==> config.mk <==
export PLATFORM = sky130hd
export DESIGN_NAME = eaxt_decoder
export DESIGN_NICKNAME = d
export VERILOG_FILES = /design/src/rtl/eaxt_pkg.sv /design/src/rtl/eaxt_index_unit.sv /design/src/rtl/eaxt_word_collector.sv /design/src/rtl/eaxt_disp_merge.sv /design/src/rtl/eaxt_decoder.sv
export SDC_FILE = /design/constraint.sdc
export NUM_CORES = 1
export LEC_CHECK = 0
export BUFFER_PORTS_ARGS = -buffer_cell sky130_fd_sc_hd__buf_4
export CORE_MARGIN = 4
export CORE_UTILIZATION = 55
export CTS_CLUSTER_DIAMETER = 30
export DETAILED_ROUTE_END_ITERATION = 12
export PLACE_DENSITY = 0.82
export SETUP_SLACK_MARGIN = 0.4
export SYNTH_ARGS = -nofsm -noshare
export SYNTH_HDL_FRONTEND = slang
export SYNTH_HIERARCHICAL = 1
export SYNTH_SLANG_ARGS = --single-unit
==> constraint.sdc <==
create_clock -name clk -period 4.4 [get_ports clk]
set_clock_uncertainty 0.1 [all_clocks]
set_input_delay 0.44 -clock clk [delete_from_list [all_inputs] [get_ports clk]]
set_output_delay 0.44 -clock clk [all_outputs]
set_load 0.01 [all_outputs]
==> src/rtl/eaxt_pkg.sv <==
package eaxt_pkg;

  typedef enum logic [1:0] {
    ST_IDLE  = 2'd0,
    ST_FETCH = 2'd1,
    ST_FIN   = 2'd2
  } eaxt_state_e;

  // size codes of a displacement field
  localparam logic [1:0] SZ_ZERO = 2'd0;  // reserved for base, "not indirect" for outer
  localparam logic [1:0] SZ_NULL = 2'd1;
  localparam logic [1:0] SZ_WORD = 2'd2;
  localparam logic [1:0] SZ_LONG = 2'd3;

  // index placement codes {bit6, bit2}
  localparam logic [1:0] PL_PRE  = 2'd0;
  localparam logic [1:0] PL_POST = 2'd1;
  localparam logic [1:0] PL_BAD  = 2'd3;

  localparam int FLD_W = 9;

  // low nine bits of the extension word, kept after start
  typedef struct packed {
    logic       full;
    logic [7:0] low;
  } eaxt_fields_t;

  function automatic logic [1:0] size_words(input logic [1:0] code);
    case (code)
      SZ_WORD: return 2'd1;
      SZ_LONG: return 2'd2;
      default: return 2'd0;
    endcase
  endfunction

  function automatic logic [1:0] base_code(input eaxt_fields_t f);
    return f.low[5:4];
  endfunction

  function automatic logic [1:0] outer_code(input eaxt_fields_t f);
    return f.low[1:0];
  endfunction

  function automatic logic [1:0] place_code(input eaxt_fields_t f);
    return {f.low[6], f.low[2]};
  endfunction

  function automatic logic fmt_illegal(input eaxt_fields_t f);
    return f.full && ((base_code(f) == SZ_ZERO) || (place_code(f) == PL_BAD));
  endfunction

endpackage

==> src/rtl/eaxt_index_unit.sv <==
module eaxt_index_unit #(
  parameter int ADDR_W  = 32,
  parameter int WORD_W  = 16,
  parameter int SCALE_W = 2
) (
  input  logic [ADDR_W-1:0]  idx_raw,
  input  logic               long_idx,
  input  logic [SCALE_W-1:0] scale,
  output logic [ADDR_W-1:0]  idx_scaled
);
  localparam int EXT_BITS = ADDR_W - WORD_W;

  logic [ADDR_W-1:0] idx_wide;

  always_comb begin
    idx_wide   = long_idx ? idx_raw
                          : {{EXT_BITS{idx_raw[WORD_W-1]}}, idx_raw[WORD_W-1:0]};
    idx_scaled = idx_wide << scale;
  end
endmodule

==> src/rtl/eaxt_word_collector.sv <==
module eaxt_word_collector #(
  parameter int ADDR_W = 32,
  parameter int WORD_W = 16,
  parameter int NFIELD = 2,
  parameter int CNT_W  = 2
) (
  input  logic                           clk,
  input  logic                           rst,
  input  logic                           load,
  input  logic [NFIELD-1:0][CNT_W-1:0]   need,
  input  logic                           word_valid,
  input  logic [WORD_W-1:0]              word_data,
  output logic                           word_ready,
  output logic [NFIELD-1:0][ADDR_W-1:0]  acc,
  output logic                           last_word
);
  localparam int TOT_W = CNT_W + $clog2(NFIELD);

  logic                          active;
  logic                          accept;
  logic [NFIELD-1:0][CNT_W-1:0]  rem;
  logic [NFIELD:0]               prior_empty;
  logic [NFIELD-1:0]             take;
  logic [TOT_W-1:0]              need_total;
  logic [TOT_W-1:0]              rem_total;

  assign accept         = active && word_valid;
  assign word_ready     = active;
  assign prior_empty[0] = 1'b1;

  always_comb begin
    need_total = '0;
    rem_total  = '0;
    for (int i = 0; i < NFIELD; i++) begin
      need_total = need_total + TOT_W'(need[i]);
      rem_total  = rem_total + TOT_W'(rem[i]);
    end
  end

  assign last_word = accept && (rem_total == TOT_W'(1));

  // one accumulator per displacement field, filled in field order
  for (genvar g = 0; g < NFIELD; g++) begin : g_field
    logic [CNT_W-1:0]  rem_q;
    logic [ADDR_W-1:0] acc_q;

    assign prior_empty[g+1] = prior_empty[g] && (rem_q == '0);
    assign take[g]          = accept && prior_empty[g] && (rem_q != '0);
    assign rem[g]           = rem_q;
    assign acc[g]           = acc_q;

    always_ff @(posedge clk) begin
      if (rst) begin
        rem_q <= '0;
        acc_q <= '0;
      end else if (load) begin
        rem_q <= need[g];
        acc_q <= '0;
      end else if (take[g]) begin
        rem_q <= rem_q - 1'b1;
        acc_q <= {acc_q[ADDR_W-WORD_W-1:0], word_data};
      end
    end
  end

  always_ff @(posedge clk) begin
    if (rst)            active <= 1'b0;
    else if (load)      active <= (need_total != '0);
    else if (last_word) active <= 1'b0;
  end


  take_has_room_chk: assert property (@(posedge clk) disable iff (rst)
    accept |-> (rem_total != '0));


  one_taker_chk: assert property (@(posedge clk) disable iff (rst)
    accept |-> $onehot0(take));
endmodule

==> src/rtl/eaxt_disp_merge.sv <==
module eaxt_disp_merge
  import eaxt_pkg::*;
#(
  parameter int ADDR_W = 32,
  parameter int WORD_W = 16
) (
  input  eaxt_fields_t      fld,
  input  logic [ADDR_W-1:0] idx_scaled,
  input  logic [ADDR_W-1:0] base_acc,
  input  logic [ADDR_W-1:0] outer_acc,
  output logic [ADDR_W-1:0] base_val,
  output logic [ADDR_W-1:0] outer_val
);
  localparam int BRIEF_W = 8;

  function automatic logic [ADDR_W-1:0] field_value(input logic [1:0] code,
                                                    input logic [ADDR_W-1:0] a);
    case (code)
      SZ_WORD: return {{(ADDR_W-WORD_W){a[WORD_W-1]}}, a[WORD_W-1:0]};
      SZ_LONG: return a;
      default: return '0;
    endcase
  endfunction

  logic [ADDR_W-1:0] bd_v, od_v, brief_v;

  always_comb begin
    bd_v      = field_value(base_code(fld), base_acc);
    od_v      = field_value(outer_code(fld), outer_acc);
    brief_v   = {{(ADDR_W-BRIEF_W){fld.low[BRIEF_W-1]}}, fld.low};
    base_val  = '0;
    outer_val = '0;
    if (!fld.full) begin
      base_val = idx_scaled + brief_v;
    end else if (!fmt_illegal(fld)) begin
      case (place_code(fld))
        PL_PRE:  begin base_val = bd_v + idx_scaled; outer_val = od_v; end
        PL_POST: begin base_val = bd_v; outer_val = od_v + idx_scaled; end
        default: begin base_val = bd_v; outer_val = od_v; end
      endcase
    end
  end
endmodule

==> src/rtl/eaxt_decoder.sv <==
module eaxt_decoder
  import eaxt_pkg::*;
#(
  parameter int ADDR_W = 32,
  parameter int WORD_W = 16,
  parameter int SEL_W  = 4
) (
  input  logic              clk,
  input  logic              rst,
  input  logic              start,
  input  logic [WORD_W-1:0] ext_word,
  output logic [SEL_W-1:0]  idx_sel,
  input  logic [ADDR_W-1:0] idx_value,
  input  logic              word_valid,
  input  logic [WORD_W-1:0] word_data,
  output logic              word_ready,
  output logic              busy,
  output logic              done,
  output logic [ADDR_W-1:0] base_disp,
  output logic [ADDR_W-1:0] outer_disp,
  output logic              base_suppress,
  output logic              mem_indirect,
  output logic              illegal
);
  localparam int NFIELD    = 2;
  localparam int CNT_W     = 2;
  localparam int SCALE_W   = 2;
  localparam int SEL_LSB   = WORD_W - SEL_W;
  localparam int LONG_BIT  = SEL_LSB - 1;
  localparam int SCALE_LSB = LONG_BIT - SCALE_W;

  eaxt_state_e                  st;
  eaxt_fields_t                 fld_in, fld_q;
  logic [ADDR_W-1:0]            idx_now, idx_q;
  logic [NFIELD-1:0][CNT_W-1:0] need;
  logic [NFIELD-1:0][ADDR_W-1:0] acc;
  logic                         load, last_word, fin_ill;
  logic [ADDR_W-1:0]            mrg_base, mrg_outer;

  assign idx_sel = ext_word[WORD_W-1:SEL_LSB];
  assign fld_in  = eaxt_fields_t'(ext_word[FLD_W-1:0]);
  assign load    = start && (st == ST_IDLE);
  assign busy    = (st != ST_IDLE);
  assign fin_ill = fmt_illegal(fld_q);

  always_comb begin
    need = '0;
    if (fld_in.full && !fmt_illegal(fld_in)) begin
      need[0] = size_words(base_code(fld_in));
      need[1] = size_words(outer_code(fld_in));
    end
  end

  eaxt_index_unit #(.ADDR_W(ADDR_W), .WORD_W(WORD_W), .SCALE_W(SCALE_W)) u_index (
    .idx_raw   (idx_value),
    .long_idx  (ext_word[LONG_BIT]),
    .scale     (ext_word[LONG_BIT-1:SCALE_LSB]),
    .idx_scaled(idx_now)
  );

  eaxt_word_collector #(.ADDR_W(ADDR_W), .WORD_W(WORD_W), .NFIELD(NFIELD), .CNT_W(CNT_W)) u_collect (
    .clk       (clk),
    .rst       (rst),
    .load      (load),
    .need      (need),
    .word_valid(word_valid),
    .word_data (word_data),
    .word_ready(word_ready),
    .acc       (acc),
    .last_word (last_word)
  );

  eaxt_disp_merge #(.ADDR_W(ADDR_W), .WORD_W(WORD_W)) u_merge (
    .fld       (fld_q),
    .idx_scaled(idx_q),
    .base_acc  (acc[0]),
    .outer_acc (acc[1]),
    .base_val  (mrg_base),
    .outer_val (mrg_outer)
  );

  always_ff @(posedge clk) begin
    if (rst) begin
      st            <= ST_IDLE;
      fld_q         <= '0;
      idx_q         <= '0;
      done          <= 1'b0;
      base_disp     <= '0;
      outer_disp    <= '0;
      base_suppress <= 1'b0;
      mem_indirect  <= 1'b0;
      illegal       <= 1'b0;
    end else begin
      done <= 1'b0;
      case (st)
        ST_IDLE: if (start) begin
          fld_q <= fld_in;
          idx_q <= idx_now;
          st    <= (need != '0) ? ST_FETCH : ST_FIN;
        end
        ST_FETCH: if (last_word) st <= ST_FIN;
        ST_FIN: begin
          done          <= 1'b1;
          base_disp     <= mrg_base;
          outer_disp    <= mrg_outer;
          illegal       <= fin_ill;
          base_suppress <= fld_q.full && !fin_ill && fld_q.low[7];
          mem_indirect  <= fld_q.full && !fin_ill && (outer_code(fld_q) != SZ_ZERO);
          st            <= ST_IDLE;
        end
        default: st <= ST_IDLE;
      endcase
    end
  end


  ready_in_fetch_chk: assert property (@(posedge clk) disable iff (rst)
    word_ready |-> (st == ST_FETCH));


  done_single_chk: assert property (@(posedge clk) disable iff (rst)
    done |=> !done);


  result_hold_chk: assert property (@(posedge clk) disable iff (rst)
    (!$stable(base_disp) || !$stable(outer_disp)) |-> done);


  illegal_clean_chk: assert property (@(posedge clk) disable iff (rst)
    (done && illegal) |-> (base_disp == '0 && outer_disp == '0 && !mem_indirect && !base_suppress));
endmodule

# Word-level counts from Yosys, hierarchy flattened
# Cells that the tools add are included.
[word_totals]
register_bits = 180
output_inout_bits = 74
latch_bits = 0
memories = 0
rom_bits = 0
input_bits = 68
mem_bits_rw = 0
word_cells = 95
[op_classes]
n_bitwise = 0
div = 0
n_eq_ne = 16
shift = 1
addsub = 7
mul = 0
n_lt_le_gt_ge = 0
mux = 23
reduce_logical = 33
[op_table]
columns = ["op", "count"]
rows = [
  ["$mux W32", 7],
  ["$pmux W32 S2", 2],
  ["$add A32 B32 Y32", 3],
  ["$shl A32 B2 Y32", 1],
  ["$eq A2 B2 Y1 const B", 11],
  ["$mux W2", 7],
  ["$reduce_bool A2 Y1", 7],
  ["$logic_and A1 B1 Y1", 12],
  ["$pmux W2 S2", 3],
  ["$logic_not A2 Y1", 5],
  ["$add A2 B2 Y3", 2],
  ["$eq A2 B1 Y1 const B", 2],
  ["$mux W4", 1],
  ["$ne A2 B2 Y1 const B", 2],
  ["$reduce_and A2 Y1", 2],
  ["$reduce_bool A4 Y1", 1],
  ["$sub A2 B1 Y2 const B", 2],
  ["$eq A3 B1 Y1 const B", 1],
  ["$mux W1", 3],
  ["$reduce_bool A3 Y1", 1],
  ["$logic_not A1 Y1", 2],
  ["$logic_or A1 B1 Y1", 2],
  ["$reduce_or A2 Y1", 1],
]

# Depth between registers and ports, before layout
[depth]
word_depth = 10
mapped_depth = 20
mapped_depth_nobuf = 17

# Hierarchy
# Netlist, hierarchy kept.
[by_module_without_submodules]
columns = ["module", "area_each_um2", "cells_each", "instances", "seq_area_each_um2"]
rows = [
  ["eaxt_disp_merge", 6286.0, 957, 1, 0.0],
  ["eaxt_decoder", 3932.5, 498, 1, 2222.1],
  ["eaxt_word_collector", 2558.7, 323, 1, 1381.3],
  ["eaxt_index_unit", 824.5, 80, 1, 0.0],
]

# Worst setup path after synthesis
# Ideal clock, no wire load.
[synth_timing]
path_kind = "flip-flop to flip-flop"
from = "register fld_q[5] (netlist name)"
to = "register base_disp[30]"
t_arrival_ns = 4.153
path_slack_ns = 0.076
period_less_slack_ns = 4.324
n_path_buf = 3
stages_incl_launch_ff = 21
setup_ns = 0.070
t_required_ns = 4.230
path_cell_list = "dfxtp_1 clkbuf_1 clkbuf_1 clkbuf_1 and2_1 ha_1 inv_1 fa_1 nand2b_1 a21oi_1 o21ai_0 a211oi_1 o21ai_0 a31oi_1 nand4_1 a31oi_1 o41ai_1 or4_1 nand3_1 nand2_1 a21oi_1"
[synth_via]
elab_chain_cells = 6
word_cells_on_any_way = 11
classes_between = "2 x add/sub; 2 x eq/ne; 4 x mux; 3 x reduce/logical"
[synth_lines]
columns = ["item", "line", "source"]
rows = [
  ["start, declared", "eaxt_decoder.sv:33", "eaxt_fields_t fld_in, fld_q;"],
  ["start signal, assigned", "eaxt_decoder.sv:97", "fld_q <= fld_in;"],
  ["$eq A2 B2 Y1", "eaxt_disp_merge.sv:18", "case (code)"],
  ["$pmux W32 S2", "eaxt_disp_merge.sv:18", ""],
  ["$add A32 B32 Y32", "eaxt_disp_merge.sv:37", "PL_PRE: begin base_val = bd_v + idx_scaled; outer_val = od_v; end"],
  ["$mux W32", "eaxt_disp_merge.sv:36", "case (place_code(fld))"],
  ["$mux W32", "eaxt_disp_merge.sv:35", "end else if (!fmt_illegal(fld)) begin"],
  ["$mux W32 *", "eaxt_disp_merge.sv:33", "if (!fld.full) begin"],
  ["named net mrg_base[30]", "eaxt_decoder.sv:38", "logic [ADDR_W-1:0] mrg_base, mrg_outer;"],
  ["end signal, assigned", "eaxt_decoder.sv:104", "base_disp <= mrg_base;"],
  ["end, declared", "eaxt_decoder.sv:19", "output logic [ADDR_W-1:0] base_disp,"],
]
# Mark *: on every way through the listed nets, which the timed path passes. The rest lies on a longest branch.
# A chain may end at the register's enable or synchronous reset.

# Worst setup path after layout
[layout_timing]
from = "register idx_q[1]"
to = "register base_disp[28]"
[layout_via]
elab_chain_cells = 4
word_cells_on_any_way = 5
classes_between = "2 x add/sub; 3 x mux"
[layout_lines]
columns = ["item", "line", "source"]
rows = [
  ["start, declared", "eaxt_decoder.sv:34", "logic [ADDR_W-1:0] idx_now, idx_q;"],
  ["start signal, assigned", "eaxt_decoder.sv:98", "idx_q <= idx_now;"],
  ["$add A32 B32 Y32", "eaxt_disp_merge.sv:37", ""],
  ["$mux W32", "eaxt_disp_merge.sv:36", ""],
  ["$mux W32", "eaxt_disp_merge.sv:35", ""],
  ["$mux W32 *", "eaxt_disp_merge.sv:33", ""],
  ["named net mrg_base[28]", "eaxt_decoder.sv:38", ""],
]
# Marks and branches as above.

==> summary.txt <==
Run status
  – Status: finished clean

CTS
  – Htree depth: 4
  – CTS Buffer Depth: 2
  – Root Buffer: clkbuf_16
  – Clk_lat worst skew: 440 ps
  – TritonCTS clock tree: yes
  – Clock slew at reported path FFs: 80 ps
  – Clk sinks: 180
  – Hold_buf cts: 0
  – Num CTS Buffers: 17

Critical path
  – Worst Path Buf+Inv: 1
  – R2r worst-path depth: 15
  – Worst path required time: 4600 ps
  – CP max-delay cell: fa_1
  – Slowest stage delay, CP: 520 ps
  – Crit Path Category: register to register
  – Worst path cell trace: inv_1 > fa_1 > nor2b_1 > o21ai_0 > a21boi_1 > o21ai_0 > o211a_1 > o21ai_1 > a21oi_1 > o21ai_1 > a31oi_1 > mux2_2 > a221o_1 > nand2_1 > a21oi_1
  – Cell family with most CP delay: compound AO/OA/AOI/OAI gates
  – Critical path peak fanout: 5
  – Worst setup EP type: register
  – Worst reg2reg path startpoint: idx_q[1]
  – Reg2reg end: base_disp[28]
  – Crit path arrival time: 4030 ps
  – Reg2Reg Setup Slack: 560 ps
  – Startpoint Class: register

Min path
  – Min-Delay Startpoint: ext_word[2]
  – Hold WC Path Type: primary input to register
  – Cells on Worst Hold Path: 3
  – Hold EP: fld_q[2]

Die
  – Die H: 165 um
  – Ports: 142
  – FP Rows: 57
  – Initial Util: 55.9%
  – Core area: 24300 sq um
  – Die W: 165 um
  – Die area: 27300 sq um

Route
  – DRC errors left: 0
  – Via count: 13800
  – Vias/cell: 6.09
  – Antenna-violating nets left: 0
  – DR WL/cell: 18.7 um
  – DRT Wirelength: 42500 um
  – DR iter-0 viols: 1430
  – 1st-pass router iterations: 5

Global route
  – Met3 global-route usage: 4.32%
  – GR Util met1: 39.7%
  – Global route overflow: 0
  – M2 GR Usage: 49.6%
  – GRT busiest layer: met2
  – Initial antenna violation count: 0
  – Global-route wire length before repair: 65800 um
  – Gr usage total: 30.4%
  – Largest net degree at the start of global routing: 69
  – Vias in the first global route: 12700

Place
  – I/O Buffers: 133
  – HPWL after detailed placement: 31800 um
  – GP Congestion: 1.01

Synth
  – EDFF count, synth: 0
  – Post-synth top flop: dfxtp_1
  – Seq/Total Area, Yosys: 26.5%
  – Syn_nets: 2014
  – Yosys top cell area share: 26.5%
  – Cell Area, Synth: 13600 sq um
  – Synth Register Bits: 180
  – Synth Instances: 1858
  – Yosys warns: 6
  – Syn avg cell area: 7.32 sq um
  – Yosys cell types: 85
  – Largest cells by area after synthesis: dfxtp_1, nand2_1, a21oi_1
  – Cell type with the largest total area after synthesis: dfxtp_1
  – Ys async rst share: 0%

Power
  – Total power: 4.10 mW
  – Cell Pwr Density: 266 nW/um^2
  – VDD IR max: 0.175 mV
  – Static leakage: 6.47 nW

Finish
  – Filler cells: 2179
  – Layout cells sized above 1: 13.3%
  – # diodes: 0
  – Nets: 2092
  – Layout overhead on the synthesized area: 13.3%

Timing
  – Least-Margin Pin Slew: 1050 ps
  – Min Hold Slack: 156 ps
  – Post-route minimum period: 3840 ps
  – Period utilization: 87.2%
  – Setup TNS: 0 ps
  – Pins over their slew limit: 0
  – Max-slew headroom: 29.6%
  – Final setup violation count: 0
  – Final hold vios: 0
  – Max Freq: 261 MHz
  – RSZ-0062 raised after global routing: yes

Job
  – Maxcap violations: 0
-- sequential cells by signal (all words and copies together) (netlist names), 2 cells and up --
register	flops
u_collect/g_field.rem_q	4
fld_q	9
outer_disp	32
idx_q	32
st	2
base_disp	32
u_collect/g_field.acc_q	64
-- routing by layer --
| layer | vias to the layer above | part of all wire, % | routed length (um) |
|---|---|---|---|
| li1 | 6657 | - | - |
| met1 | 6454 | 42 | 18000 |
| met2 | 629 | 46 | 19600 |
| met3 | 109 | 7.5 | 3190 |
| met4 | 0 | 4.1 | 1760 |
| met5 | - | 0 | 0 |
-- cell usage after synthesis (11+ instances only) --
cell and instances:
ha_1 83, o211ai_1 11, nand3_1 20, nor2b_1 19, nand2_1 461, nor2_1 84
and3_1 13, maj3_1 13, inv_1 46, o22ai_1 27, clkbuf_1 64, nor3_1 13
o21ai_0 59, xor2_1 36, a211oi_1 13, and2_1 43, a21o_1 49, xnor2_1 60
buf_2 29, a21oi_1 288, o221ai_1 12, mux2i_1 29, dfxtp_1 180, a31oi_1 19
nand2b_1 13
-- area by class of cell --
class                           count  area (sq um)  share of cell area (%)
Clock buffer                       19           453                    2.94
Inverter                           48           181                    1.18
Sequential cell                   180          3610                    23.4
Multi-Input combinational cell   1518          9340                    60.6
Timing Repair Buffer              171          1280                    8.33
Tap cell                          324           405                    2.63
Clock inverter                     13           138                   0.893
-- per-stage QoR --
| step | utilization (%) | cells | worst slack [ps] | cell area (sq um) |
|---|---|---|---|---|
| final | 63.4 | 2273 | 565 | 15400 |
| after global routing | 63.4 | 2273 | 368 | 15400 |
| after CTS | 63.0 | 2268 | 400 | 15300 |
| after detailed placement | 60.5 | 2235 | 396 | 14700 |
| after global placement | 60.5 | 2235 | 489 | 14700 |
| after floorplan | - | 1858 | 384 | 13600 |
-- tightest hold or removal path, stage by stage --
cell and delay, ps:
buf_4 110, nand2_1 50, a21oi_1 50
-- power by group --
group          total [mW]  switching [mW]  internal, mW
Clock                1.53           0.748         0.786
Combinational       0.811           0.497         0.313
Sequential           1.75          0.0803          1.67
-- how the worst max path moves through the flow --
stage,from,endpoint,depth (start not counted)
after global routing,idx_q[1],base_disp[28],15
after floorplan,fld_q[5],base_disp[30],20
after CTS,idx_q[1],base_disp[28],15
final,idx_q[1],base_disp[28],15
after global placement,fld_q[5],base_disp[30],17
after detailed placement,fld_q[1],base_disp[28],15
-- cells by family (layout without fill, tap and decap cells) --
logic type / Yosys count / in the layout / synth area share (%)
muxes: 50 / 50 / 5.00
and+or+nand+nor: 714 / 714 / 22.9
buffers and inverters: 160 / 251 / 5.36
xor gates and xnor gates: 96 / 96 / 6.18
DFF: 180 / 180 / 26.5
AOI/OAI and AO/OA: 557 / 557 / 24.7
adders and majority gates: 101 / 101 / 9.33
-- cells in the final DEF, fill, tap and decap left out, drive strengths merged, types with 14 or more instances in the layout --
cell type	netlist	layout
clkbuf	64	20
nor2b	19	19
nor2	84	84
inv	46	52
and2	43	43
a31oi	19	19
xnor2	60	60
ha	83	83
a21oi	289	289
buf	48	170
nand3	20	20
nand2	464	464
o21ai	63	63
dfxtp	180	180
o22ai	27	27
xor2	36	36
mux2i	29	29
and3	14	14
a21o	50	50
-- what timing repair did --
item                       4_1_cts  5_1_grt
hold endpoints to repair         0        0
resized for setup                2       20
setup endpoints to repair        3       12
gates cloned                     0        0
buffers inserted                 1        5
pin swaps                        1        9
Power figures use the tool's default switching activity.
